--- src/rtl/fpadd4_pkg.sv ---
package fpadd4_pkg;

  localparam int PIPE_DEPTH = 4;

  // What the normalizer did to the raw sum
  typedef enum logic [1:0] {
    NRM_ZERO  = 2'd0,  // sum was zero
    NRM_RIGHT = 2'd1,  // carry out: shifted right by one
    NRM_LEFT  = 2'd2   // shifted left by a leading-zero count (may be 0)
  } nrm_act_e;

endpackage

--- src/rtl/fpa_align.sv ---
module fpa_align #(
  parameter int FW = 16,
  parameter int EW = 8
) (
  input  logic [FW-1:0] frac_a,
  input  logic [EW-1:0] exp_a,
  input  logic [FW-1:0] frac_b,
  input  logic [EW-1:0] exp_b,
  output logic [EW-1:0] big_exp,
  output logic [FW-1:0] big_frac,
  output logic [FW-1:0] small_aligned
);

  logic signed [EW:0] dif;
  logic [EW:0]        mag;
  logic               a_wins;
  logic [FW-1:0]      small_raw;

  always_comb begin
    dif       = $signed({exp_a[EW-1], exp_a}) - $signed({exp_b[EW-1], exp_b});
    a_wins    = ~dif[EW];
    mag       = a_wins ? $unsigned(dif) : $unsigned(~dif + 1'b1);
    big_exp   = a_wins ? exp_a  : exp_b;
    big_frac  = a_wins ? frac_a : frac_b;
    small_raw = a_wins ? frac_b : frac_a;
    if (mag >= (EW+1)'(FW))
      small_aligned = '0;
    else
      small_aligned = small_raw >> mag;
  end

endmodule

--- src/rtl/fpa_lzc.sv ---
module fpa_lzc #(
  parameter int W  = 16,
  localparam int CW = $clog2(W + 1)
) (
  input  logic [W-1:0]  vec,
  output logic [CW-1:0] zeros,
  output logic          all_zero
);

  always_comb begin
    zeros = CW'(W);
    for (int i = 0; i < W; i++) begin
      if (vec[i]) zeros = CW'(W - 1 - i);
    end
    all_zero = (vec == '0);
  end

endmodule

--- src/rtl/fpa_norm.sv ---
module fpa_norm
  import fpadd4_pkg::*;
#(
  parameter int FW = 16,
  localparam int LW = $clog2(FW + 1)
) (
  input  logic [FW:0]   sum,
  output logic [FW-1:0] frac,
  output logic [LW-1:0] shift_cnt,
  output nrm_act_e      act
);

  logic [LW-1:0] lz;
  logic          lo_zero;

  fpa_lzc #(.W(FW)) u_lzc (
    .vec      (sum[FW-1:0]),
    .zeros    (lz),
    .all_zero (lo_zero)
  );

  always_comb begin
    if (sum[FW]) begin
      frac      = sum[FW:1];
      shift_cnt = '0;
      act       = NRM_RIGHT;
    end else if (lo_zero) begin
      frac      = '0;
      shift_cnt = '0;
      act       = NRM_ZERO;
    end else begin
      frac      = sum[FW-1:0] << lz;
      shift_cnt = lz;
      act       = NRM_LEFT;
    end
  end

endmodule

--- src/rtl/fpadd4_pipe.sv ---
module fpadd4_pipe
  import fpadd4_pkg::*;
#(
  parameter int FRAC_W = 16,
  parameter int EXP_W  = 8,
  localparam int LW    = $clog2(FRAC_W + 1)
) (
  input  logic              clk,
  input  logic              rst_n,
  input  logic              in_valid,
  output logic              in_ready,
  input  logic [FRAC_W-1:0] in_frac_a,
  input  logic [EXP_W-1:0]  in_exp_a,
  input  logic [FRAC_W-1:0] in_frac_b,
  input  logic [EXP_W-1:0]  in_exp_b,
  output logic              out_valid,
  input  logic              out_ready,
  output logic [FRAC_W-1:0] out_frac,
  output logic [EXP_W-1:0]  out_exp
);

  logic [PIPE_DEPTH-1:0] vld_q;
  logic                  advance;

  // Global advance: move when the last stage is empty or being drained
  assign advance  = ~vld_q[PIPE_DEPTH-1] | out_ready;
  assign in_ready = advance;

  always_ff @(posedge clk) begin
    if (!rst_n)       vld_q <= '0;
    else if (advance) vld_q <= {vld_q[PIPE_DEPTH-2:0], in_valid};
  end

  // ---------------- Stage 1: compare and align ----------------
  logic [EXP_W-1:0]  s1_exp_d, s1_exp_q;
  logic [FRAC_W-1:0] s1_big_d, s1_big_q, s1_sml_d, s1_sml_q;

  fpa_align #(.FW(FRAC_W), .EW(EXP_W)) u_align (
    .frac_a        (in_frac_a),
    .exp_a         (in_exp_a),
    .frac_b        (in_frac_b),
    .exp_b         (in_exp_b),
    .big_exp       (s1_exp_d),
    .big_frac      (s1_big_d),
    .small_aligned (s1_sml_d)
  );

  always_ff @(posedge clk) begin
    if (!rst_n) begin
      s1_exp_q <= '0;
      s1_big_q <= '0;
      s1_sml_q <= '0;
    end else if (advance) begin
      s1_exp_q <= s1_exp_d;
      s1_big_q <= s1_big_d;
      s1_sml_q <= s1_sml_d;
    end
  end

  // ---------------- Stage 2: fixed-point add ----------------
  logic [EXP_W-1:0] s2_exp_q;
  logic [FRAC_W:0]  s2_sum_d, s2_sum_q;

  assign s2_sum_d = {1'b0, s1_big_q} + {1'b0, s1_sml_q};

  always_ff @(posedge clk) begin
    if (!rst_n) begin
      s2_exp_q <= '0;
      s2_sum_q <= '0;
    end else if (advance) begin
      s2_exp_q <= s1_exp_q;
      s2_sum_q <= s2_sum_d;
    end
  end

  // ---------------- Stage 3: normalize ----------------
  logic [FRAC_W-1:0] s3_frac_d, s3_frac_q;
  logic [LW-1:0]     s3_cnt_d, s3_cnt_q;
  nrm_act_e          s3_act_d, s3_act_q;
  logic [EXP_W-1:0]  s3_exp_q;

  fpa_norm #(.FW(FRAC_W)) u_norm (
    .sum       (s2_sum_q),
    .frac      (s3_frac_d),
    .shift_cnt (s3_cnt_d),
    .act       (s3_act_d)
  );

  always_ff @(posedge clk) begin
    if (!rst_n) begin
      s3_frac_q <= '0;
      s3_cnt_q  <= '0;
      s3_act_q  <= NRM_ZERO;
      s3_exp_q  <= '0;
    end else if (advance) begin
      s3_frac_q <= s3_frac_d;
      s3_cnt_q  <= s3_cnt_d;
      s3_act_q  <= s3_act_d;
      s3_exp_q  <= s2_exp_q;
    end
  end

  // ---------------- Stage 4: exponent correction ----------------
  logic [EXP_W-1:0]  s4_exp_d, s4_exp_q;
  logic [FRAC_W-1:0] s4_frac_q;

  always_comb begin
    unique case (s3_act_q)
      NRM_RIGHT: s4_exp_d = s3_exp_q + EXP_W'(1);
      NRM_LEFT:  s4_exp_d = s3_exp_q - EXP_W'(s3_cnt_q);
      default:   s4_exp_d = '0;
    endcase
  end

  always_ff @(posedge clk) begin
    if (!rst_n) begin
      s4_exp_q  <= '0;
      s4_frac_q <= '0;
    end else if (advance) begin
      s4_exp_q  <= s4_exp_d;
      s4_frac_q <= s3_frac_q;
    end
  end

  assign out_valid = vld_q[PIPE_DEPTH-1];
  assign out_frac  = s4_frac_q;
  assign out_exp   = s4_exp_q;

endmodule

--- config.mk ---
export PLATFORM = sky130hd
export DESIGN_NAME = fpadd4_pipe
export DESIGN_NICKNAME = d
export VERILOG_FILES = /design/src/rtl/fpadd4_pkg.sv /design/src/rtl/fpa_align.sv /design/src/rtl/fpa_lzc.sv /design/src/rtl/fpa_norm.sv /design/src/rtl/fpadd4_pipe.sv
export SDC_FILE = /design/constraint.sdc
export NUM_CORES = 1
export LEC_CHECK = 0
export BUFFER_PORTS_ARGS = -buffer_cell sky130_fd_sc_hd__buf_2
export CAP_MARGIN = 20
export CELL_PAD_IN_SITES_DETAIL_PLACEMENT = 1
export CELL_PAD_IN_SITES_GLOBAL_PLACEMENT = 1
export CORE_ASPECT_RATIO = 2
export CORE_MARGIN = 1.5
export CORE_UTILIZATION = 44
export DETAILED_ROUTE_END_ITERATION = 16
export PLACE_DENSITY = 0.84
export SLEW_MARGIN = 40
export SYNTH_ARGS = -nofsm -noshare
export SYNTH_HDL_FRONTEND = slang
export SYNTH_SLANG_ARGS = --single-unit
export TNS_END_PERCENT = 1
--- constraint.sdc ---
create_clock -name clk -period 6.3 [get_ports clk]
set_clock_uncertainty 0.1 [all_clocks]
set_input_delay 1.89 -clock clk [delete_from_list [all_inputs] [get_ports clk]]
set_output_delay 1.89 -clock clk [all_outputs]
set_load 0.03 [all_outputs]
* After elaboration in Yosys (flattened, before gate mapping)
Cells that the tools add are included.
** Word-level totals
- Bits in registers :: 124
- Latch bits :: 0
- Memory bits (writable) :: 0
- Bits in read-only memories :: 0
- Bits of input ports :: 52
- Output and inout bits :: 26
- Memories kept :: 0
** Operators by class
- Add/subtract/negate cells :: 5
- Multipliers :: 0
- Div/mod/pow operators :: 0
- Order comparisons :: 1
- Eq/ne operators :: 2
- Shift-type cells :: 2
- Multiplexer cells :: 28
- Bitwise gates (word level) :: 3
- Reduce and logical (&&, ||, !) cells :: 1
** Operators by type and width (count)
- two-way mux 5 bit :: 18
- two-way mux 16 bit :: 5
- adder 16 x 16 -> 17 bit :: 1
- logical NOT 16 bit :: 1
- case mux 8 bit (2 select lines) :: 1
- << shifter 16 x 5 -> 16 bit :: 1
- >> shifter 16 x 9 -> 16 bit :: 1
- adder 9 x 1 -> 9 bit, second input constant :: 1
- greater-or-equal comparator 9 x 5 -> 1 bit, second input constant :: 1
- two-way mux 9 bit :: 1
- inverter 9 bit :: 1
- subtractor 8 x 8 -> 9 bit :: 1
- adder 8 x 1 -> 8 bit, second input constant :: 1
- two-way mux 8 bit :: 1
- subtractor 8 x 5 -> 8 bit :: 1
- two-way mux 2 bit :: 2
- equality test 2 x 1 -> 1 bit, second input constant :: 1
- equality test 2 bit, second input constant :: 1
- inverter 1 bit :: 1
- OR 1 bit :: 1

* Longest topological paths before layout
Gate-level depths: netlist of run 1.
- Depth in word-level cells :: 19
- Mapped depth :: 15
- Gate-level depth less buffers :: 14

* By module
From an unflattened synthesis of run 1, not the netlist that was laid out.
** Unflattened totals
- Cell total of the unflattened synthesis :: 1025
- Area total of the unflattened synthesis :: 8429.3 um2
** By module, submodules not included
- fpadd4_pipe :: times used 1, cells an instance 662, area an instance 5281.3 um2
- fpa_align :: times used 1, cells an instance 228, area an instance 2039.5 um2
- fpa_norm :: times used 1, cells an instance 102, area an instance 902.1 um2
- fpa_lzc :: times used 1, cells an instance 33, area an instance 206.4 um2

* Worst setup path before layout of run 1
Ideal clock, no wire load.
- Kind :: input -> register
- Start :: in in_exp_a[0]
- End :: reg s1_sml_q[1]
- Library setup time :: 58 ps
- Arrival time :: 4911 ps
- Path slack :: 1231 ps
- Cell stages on the path :: 12
- Buffers on the path :: 0
- Cells stage by stage :: inv_1 -> ha_1 -> inv_1 -> fa_1 -> xnor2_1 -> nand3_1 -> a2111o_1 -> mux2_2 -> or3_4 -> a2111oi_4 -> and3_1 -> a221o_2
** Between the ends
- Word-level cells in the longest chain between the ends :: 6
- Elaborated cells between the ends (all ways) :: 8
- Those cells by class :: add/sub (2); order compare (1); shift (1); mux (3); bitwise (1)
** Ends and longest elaborated chain
- start: declaration :: RTL line fpadd4_pipe.sv:13 : input logic [EXP_W-1:0] in_exp_a,
- subtractor 8 x 8 -> 9 bit (*) :: RTL line fpa_align.sv:20 : dif = $signed({exp_a[EW-1], exp_a}) - $signed({exp_b[EW-1], exp_b});
- inverter 9 bit :: RTL line fpa_align.sv:22 : mag = a_wins ? $unsigned(dif) : $unsigned(~dif + 1'b1);
- adder 9 x 1 -> 9 bit :: RTL line fpa_align.sv:22
- two-way mux 9 bit :: RTL line fpa_align.sv:22
- greater-or-equal comparator 9 x 5 -> 1 bit / >> shifter 16 x 9 -> 16 bit (equally long branches) :: RTL line fpa_align.sv:26, fpa_align.sv:29
- two-way mux 16 bit (*) :: RTL line fpa_align.sv:26 : if (mag >= (EW+1)'(FW))
- end signal: assignment :: RTL line fpadd4_pipe.sv:56 : s1_sml_q <= s1_sml_d;
- end: declaration :: RTL line fpadd4_pipe.sv:36 : logic [FRAC_W-1:0] s1_big_d, s1_big_q, s1_sml_d, s1_sml_q;
Every way passes the cells marked *; elsewhere a longest branch is shown, timed or not.
A chain may end at the register's enable or synchronous reset.

* Final worst setup path of run 1
- Start :: in in_exp_a[0]
- End :: reg s1_sml_q[7]
Same word-level chain as after synthesis.

==> results.md, run 1 <==
- Beginning of the worst hold path: out_frac[12]
- Post-DR vias/cell: 5.91
- Final worst-path cycle share: 0.844
- Most frequently used flop master after synthesis: dfxtp_1
- Reg2Reg Capture Point: s2_sum_q[13]
- Delay of the slowest critical-path stage: 650 ps
- Gpl congestion: 0.963
- Power density over the cells: 315 nW/um^2
- Count of input and output buffers: 77
- Number of global-route vias before repair: 7618
- GRT overflow: 0
- Count of warnings emitted by yosys: 0
- Worst min path class: reg -> reg
- Worst slack at placement: 668 ps
- Slew @ Worst Pin: 762 ps
- First-pass GRT wire length: 37500 um
- Crit-path max FO: 10
- Final setup slack of the worst path: 982 ps
- Post-synth cell types: 67
- Post-synth EDFFs: 0
- Final number of max-transition violations: 0
- Root buffer cell: clkbuf_16
- Total standard cell area after synthesis: 7440 um^2
- Static power due to leakage: 3.66 nW
- Standard cell with the maximum stage delay on the critical path: a2111oi_4
- Aggregate routed wire length: 22800 um
- Drt drc: 0
- Detail Route Antenna Nets: 0
- Initial core utilization: 0.446
- Unrepaired setup endpoints after global routing: no
- Die outline height: 187 um
- CTS-repair resized insts: 0
- Postcts setup bufs: 0
- Most frequent cells in the layout: nand2_1, dfxtp_1, a21oi_1
- Clock network power share: 0.374
- Maximum buffer depth of the clock tree: 2
- Synthesized flop and latch total: 124
- Crit path arrival time: 5580 ps
- Max cap viols: 0
- Sum of internal, switching and leakage power: 2.70 mW
- Net switching power: 910 uW
- Cell with the most instances on the worst path: inv_1
- Worst slew margin: 0.486
- Worst Hold Path EP: out_frac[12]
- Floorplan die width: 95.0 um
- Worst reg2reg startpoint: s1_big_q[1]
- Largest net degree at the start of global routing: 65
- Power share of the sequential group: 0.337
- Number of failing hold endpoints at the final stage: 0
- Gr usage total: 0.272
- Syn Nets: 1032
- Floorplan die area: 17700 um^2
- Final setup vio count: 0
- Clock tree from TritonCTS: yes
- Worst IR Drop VDD: 182 uV
- TritonCTS sink count: 124
- Gate count of the mapped netlist: 944
- Number of iterations in the first detailed-routing pass: 4
- Area of the core: 16700 um^2
- Average footprint of a synthesized cell: 7.88 um^2
- Number of buffers added to fix hold violations after cts: 0
- Detailed-placement wirelength estimate: 16500 um
- Category of the worst setup path capture point: flop
- Share of flip-flops with an asynchronous set or reset after synthesis: 0
- Nets@finish: 1082
- R2R depth: 10
- Initial antenna violation count: 0
- Number of buffers added by the clock tree synthesis step: 17
- FP Rows: 67
- Vias after detailed routing: 7166
- DRT iter0 DRCs: 224
- Worst-skew pair later-pin latency: 420 ps
- Mean routed wirelength per cell: 18.8 um
- Number of antenna repair diodes: 0
- Htree depth: 4
- Worst Path Required: 6570 ps
- Fin Setup TNS: 0 ps
- Fraction of the yosys area taken by sequential cells: 0.334
- R2r setup slk: 2890 ps
- Clock period minus final worst setup slack: 5320 ps
- Clock-pin slew on the worst setup and hold paths: 60 ps
- Kind of critical path: in -> reg
- Worst hold margin: 345 ps
- Worst hold path depth: 2
- Share of the core filled with cells in the final layout: 0.515
- Internal Dissipation: 1.79 mW
- Most common cell after layout, fill and taps aside: nand2_1
- Upper clock frequency limit: 188 MHz
- Layout Area Growth over Synthesis: 15.4%
- Switching share of total power: 0.337
- Run status: finished clean
- Cell breakdown of the critical path: buf_2 -> inv_1 -> ha_1 -> inv_1 -> fa_1 -> xnor2_1 -> nand3_1 -> a2111o_1 -> mux2_2 -> or3_4 -> a2111oi_4 -> and3_1 -> a221o_2
- Startpoint Class: input port
- Layout cells sized above 1: 0.159
- Relative contribution of combinational cells to total power: 0.289
- # IOs: 78
==> critical path: cells and delay by family <==
family / cells / cell delay [ps]
AO/OA/AOI/OAI: 3 / 1170
XOR/XNOR: 1 / 490
adder cells (fa/ha/maj): 2 / 630
buffers and inverters: 3 / 230
multiplexers: 1 / 260
AND/OR/NAND/NOR: 3 / 890
==> area by class of cell <==
class	count	area, um^2
inverters	32	121
multi-input cells	727	4620
repair buffers	92	498
well taps	207	259
flip-flops and latches	124	2480
clock buffers	18	439
clock inverters	13	168
fillers	2083	8090
==> cell usage after synthesis, types with 6 or more instances <==
master	instances	area share
a21o_1	7	0.0071
a211oi_1	8	0.0081
nand3_1	20	0.013
nand2b_1	7	0.0059
xor2_1	9	0.011
inv_1	30	0.015
dfxtp_1	124	0.33
or3_1	6	0.0050
o21ai_0	32	0.022
nor2_1	69	0.035
a311oi_1	25	0.029
nor4_1	8	0.0067
a21oi_1	96	0.065
nand2_1	201	0.10
mux2_2	9	0.014
ha_1	33	0.055
mux2i_1	33	0.044
a22o_1	6	0.0071
a22oi_1	8	0.0081
and3_1	15	0.013
xnor2_1	16	0.019
mux4_2	11	0.033
clkbuf_1	52	0.026
nor3_1	10	0.0067
o31ai_1	7	0.0071
a31oi_1	10	0.0084
nor2b_1	13	0.011
==> how the worst max path moves through the flow <==
stage,start,end,slack (ps),depth (start not counted)
after floorplan,in_exp_a[0],s1_sml_q[1],1230,12
after global placement,in_exp_a[0],s1_sml_q[7],760,13
after detailed placement,in_exp_a[0],s1_sml_q[2],670,13
after CTS,in_exp_a[0],s1_sml_q[7],1080,13
after global routing,in_exp_a[0],s1_sml_q[7],750,13
final,in_exp_a[0],s1_sml_q[7],980,13
==> logic make-up after synthesis <==
family | synth area share
flops | 0.334
fa+ha+maj | 0.0636
mux | 0.0913
buf+inv | 0.0481
xor+xnor | 0.0294
simple gates | 0.212
compound gates | 0.222
==> stage by stage <==
stage / std cells / instance area (um^2)
floorplan: 944 / 7440
global placement: 1182 / 7980
detailed placement: 1182 / 7980
CTS: 1213 / 8580
global route: 1213 / 8590
finish: 1213 / 8590
==> state kept, by name (all words and copies together), names as in the netlist, 4 cells and up <==
name       count
s2_exp_q       8
vld_q          4
s3_cnt_q       5
s1_exp_q       8
s1_sml_q      16
s3_frac_q     16
s2_sum_q      17
s1_big_q      16
out_frac      16
out_exp        8
s3_exp_q       8
==> power by group through the flow <==
stage / clock (mW) / sequential (mW) / combinational [mW]
after floorplan: 0 / 0.928 / 0.551
after global placement: 0 / 0.924 / 0.746
after detailed placement: 0 / 0.926 / 0.767
after CTS: 1.02 / 0.911 / 0.778
after global routing: 1.06 / 0.920 / 0.855
final: 1.01 / 0.912 / 0.780
==> per-layer routing <==
layer	global-route usage	up-vias	routed length [um]
met3	0.0431	91	575
met2	0.508	179	12800
met4	0.186	0	1440
met5	0	-	0
met1	0.259	3433	8010
li1	-	3463	-
Note: power is estimated with default switching activity, not from simulation.
==> inputs of run 2 (changes only) <==
Settings changed: ABC_AREA set to 1, CORE_UTILIZATION 44 to 38, PLACE_DENSITY 0.84 to 0.8.
Clock period 6.3 ns to 4.52 ns, I/O delays scaled along.
==> run 2 against run 1 <==
Against the previous run: global-route usage fell by 2.4 points; combinational power grew 76%; area after synthesis rose by 7.7%; routed wire length grew 15%; worst hold slack gained 5.5 ps; critical path depth grew 10; flip-flop and latch count unchanged; non-clock buffer count up 5; first-iteration DRC count rose by 35%; cell count up 31%; final area rose by 6.8%; synthesized cell count grew 33%.
==> results.md, run 2 <==
- Clock period minus final worst setup slack: 4270 ps
- Power density over the cells: 426 nW/um^2 (was 315 nW/um^2)
- Worst hold margin: 351 ps (was 345 ps)
- Final number of max-transition violations: 0 (unchanged)
- Clock-pin slew on the worst setup and hold paths: 50 ps (was 60 ps)
- Count of input and output buffers: 77 (unchanged)
- Drt drc: 0 (unchanged)
- Average footprint of a synthesized cell: 6.40 um^2 (was 7.88 um^2)
- Gpl congestion: 0.937 (was 0.963)
- Post-synth EDFFs: 0 (unchanged)
- Fraction of the yosys area taken by sequential cells: 0.310 (was 0.334)
- Mean routed wirelength per cell: 16.6 um (was 18.8 um)
- Floorplan die width: 106 um (was 95.0 um)
- R2R depth: 22 (was 10)
- Most frequently used flop master after synthesis: dfxtp_1 (unchanged)
- Final setup vio count: 0 (unchanged)
- Worst hold path depth: 2 (unchanged)
- Final setup slack of the worst path: 252 ps (was 982 ps)
- Category of the worst setup path capture point: flop (unchanged)
- Number of failing hold endpoints at the final stage: 0 (unchanged)
- Number of buffers added by the clock tree synthesis step: 17 (unchanged)
- Max cap viols: 0 (unchanged)
- Commonest cells post-synth: nand2_1, inv_1, nand3_1 (was nand2_1, dfxtp_1, a21oi_1)
- Slew @ Worst Pin: 842 ps (was 762 ps)
- Area share of the largest cell type after synthesis: 0.310 (was 0.334)
- Die outline height: 208 um (was 187 um)
- Layout Area Growth over Synthesis: 14.4% (was 15.4%)
- Most common cell after layout, fill and taps aside: nand2_1 (unchanged)
- Clock tree from TritonCTS: yes (unchanged)
- Number of buffers added to fix hold violations after cts: 0 (unchanged)
- TritonCTS sink count: 124 (unchanged)
- FP Rows: 75 (was 67)
- Largest net degree at the start of global routing: 59 (was 65)
- First-pass GRT wire length: 43100 um (was 37500 um)
- Aggregate routed wire length: 26400 um (was 22800 um)
- Worst slack at placement: -254 ps (was 668 ps)
- Post-Place Cells: 1559 (was 1182)
- Gr usage total: 0.248 (was 0.272)
- Worst slew margin: 0.433 (was 0.486)
- GRT overflow: 0 (unchanged)
- Maximum buffer depth of the clock tree: 2 (unchanged)
- Postcts setup bufs: 0 (unchanged)
- Post-synth cell types: 49 (was 67)
- Worst min path class: reg -> reg (unchanged)
- Detailed-placement wirelength estimate: 20700 um (was 16500 um)
- Final Instance Count excl. Fillers: 1585 (was 1213)
- Share of flip-flops with an asynchronous set or reset after synthesis: 0 (unchanged)
- Root buffer cell: clkbuf_16 (unchanged)
- Run status: finished clean (unchanged)
- Static power due to leakage: 4.58 nW (was 3.66 nW)
- Number of iterations in the first detailed-routing pass: 4 (unchanged)
- Initial core utilization: 0.385 (was 0.446)
- Post-DR vias/cell: 5.39 (was 5.91)
- Total standard cell area after synthesis: 8020 um^2 (was 7440 um^2)
- Leading post-synthesis cells by cell area: dfxtp_1, nand2_1, nand3_1 (was dfxtp_1, nand2_1, a21oi_1)
- Detail Route Antenna Nets: 0 (unchanged)
- Cell with the most instances after synthesis: nand2_1 (unchanged)
- Nets@finish: 1397 (was 1082)
- Max reg flops: 17 (unchanged)
- Initial antenna violation count: 0 (unchanged)
- Most frequent cells in the layout: nand2_1, inv_1, nand3_1 (was nand2_1, dfxtp_1, a21oi_1)
- Gate count of the mapped netlist: 1253 (was 944)
- Area of the core: 20800 um^2 (was 16700 um^2)
- Number of fillers in the final layout: 2840 (was 2083)
- CTS-repair resized insts: 0 (unchanged)
- Kind of critical path: in -> reg (unchanged)
- Upper clock frequency limit: 234 MHz
- Library cell occupying the most area in the post-synthesis netlist: dfxtp_1 (unchanged)
- Crit-path max FO: 10 (unchanged)
- Fin Setup TNS: 0 ps (unchanged)
- Floorplan die area: 22000 um^2 (was 17700 um^2)
- Startpoint Class: input port (unchanged)
- Vias after detailed routing: 8550 (was 7166)
- Synthesized flop and latch total: 124 (unchanged)
- Count of warnings emitted by yosys: 0 (unchanged)
- Worst IR Drop VDD: 311 uV (was 182 uV)
- # IOs: 78 (unchanged)
- Unrepaired setup endpoints after global routing: no (unchanged)
- Syn Nets: 1341 (was 1032)
- Htree depth: 4 (unchanged)
- Number of antenna repair diodes: 0 (unchanged)
- Number of global-route vias before repair: 8932 (was 7618)
- Top reg by flops: s2_sum_q (unchanged)
- Worst-skew pair later-pin latency: 430 ps (was 420 ps)
- DRT iter0 DRCs: 302 (was 224)
- Crit path arrival time: 4530 ps (was 5580 ps)
- Final worst-path cycle share: 0.944
- Worst Path Required: 4780 ps (was 6570 ps)
- Layout cells sized above 1: 0.112 (was 0.159)
run 2: changes by cell type after synthesis, sizes merged, moves of 12 or more:
cell	delta
inv	+138
nand3	+130
nand2	+93
o21ai	+78
mux2i	-33
nor2	+30
a311oi	-25
o21bai	+16
and3	-15
nor2b	-14
xnor2	-12
run 2: cell families after synthesis:
family,synth area share
simple gates,0.305
compound gates,0.195
buf+inv,0.114
flops,0.310
fa+ha+maj,0.0590
xor+xnor,0.0173
run 2: final cells by class:
cell class / instances / area (um^2) / share of cell area
clock buffers: 23 / 488 / 0.0532
clock inverters: 3 / 40.0 / 0.00436
inverters: 173 / 651 / 0.0709
multi-input cells: 896 / 4630 / 0.505
flip-flops and latches: 124 / 2480 / 0.271
well taps: 269 / 337 / 0.0367
repair buffers: 97 / 548 / 0.0597
run 2: path summary, 6_finish.rpt:
check | start | end | slack [ps]
worst max-delay path | in_exp_a[0] | s1_sml_q[0] | 250
worst min-delay path | s3_frac_q[2] | out_frac[2] | 350
worst max register to register | s2_sum_q[1] | s3_frac_q[11] | 1420
worst min register to register | s3_frac_q[2] | out_frac[2] | 350
run 2: worst max-delay path, cell delays in order:
cell      delay, ps
buf_2            70
inv_1            40
ha_1            200
inv_1           120
fa_1            460
inv_2           130
ha_1            180
inv_1            40
nor2_1          180
nand3_1         180
nor2_1          160
nand2_1          90
nand3_1          90
nand3_2         100
nor2_4          150
nand3_1         130
inv_2           160
nand2_2         140
clkinv_2        170
nand2_1          70
a21oi_1         120
nor2_1           50
a21oi_1         110
run 2: through the flow:
step	power, mW	area [um^2]	util
final	3.91	9170	0.440
after global routing	4.14	9170	0.440
after CTS	3.93	9170	0.440
after detailed placement	2.66	8650	0.415
after global placement	2.63	8650	0.415
after floorplan	2.26	8020	-
run 2: where the power goes:
group / internal [mW] / switching [mW]
clock: 0.791 / 0.461
sequential: 1.22 / 0.0656
combinational: 0.430 / 0.940
total: 2.44 / 1.47
run 2: layer usage:
metal / track usage / vias up / routed length [um]
met5: 0 / - / 0
met4: 0.210 / 0 / 2200
met3: 0.0288 / 89 / 497
met2: 0.487 / 151 / 14900
met1: 0.215 / 4096 / 8800
li1: - / 4214 / -
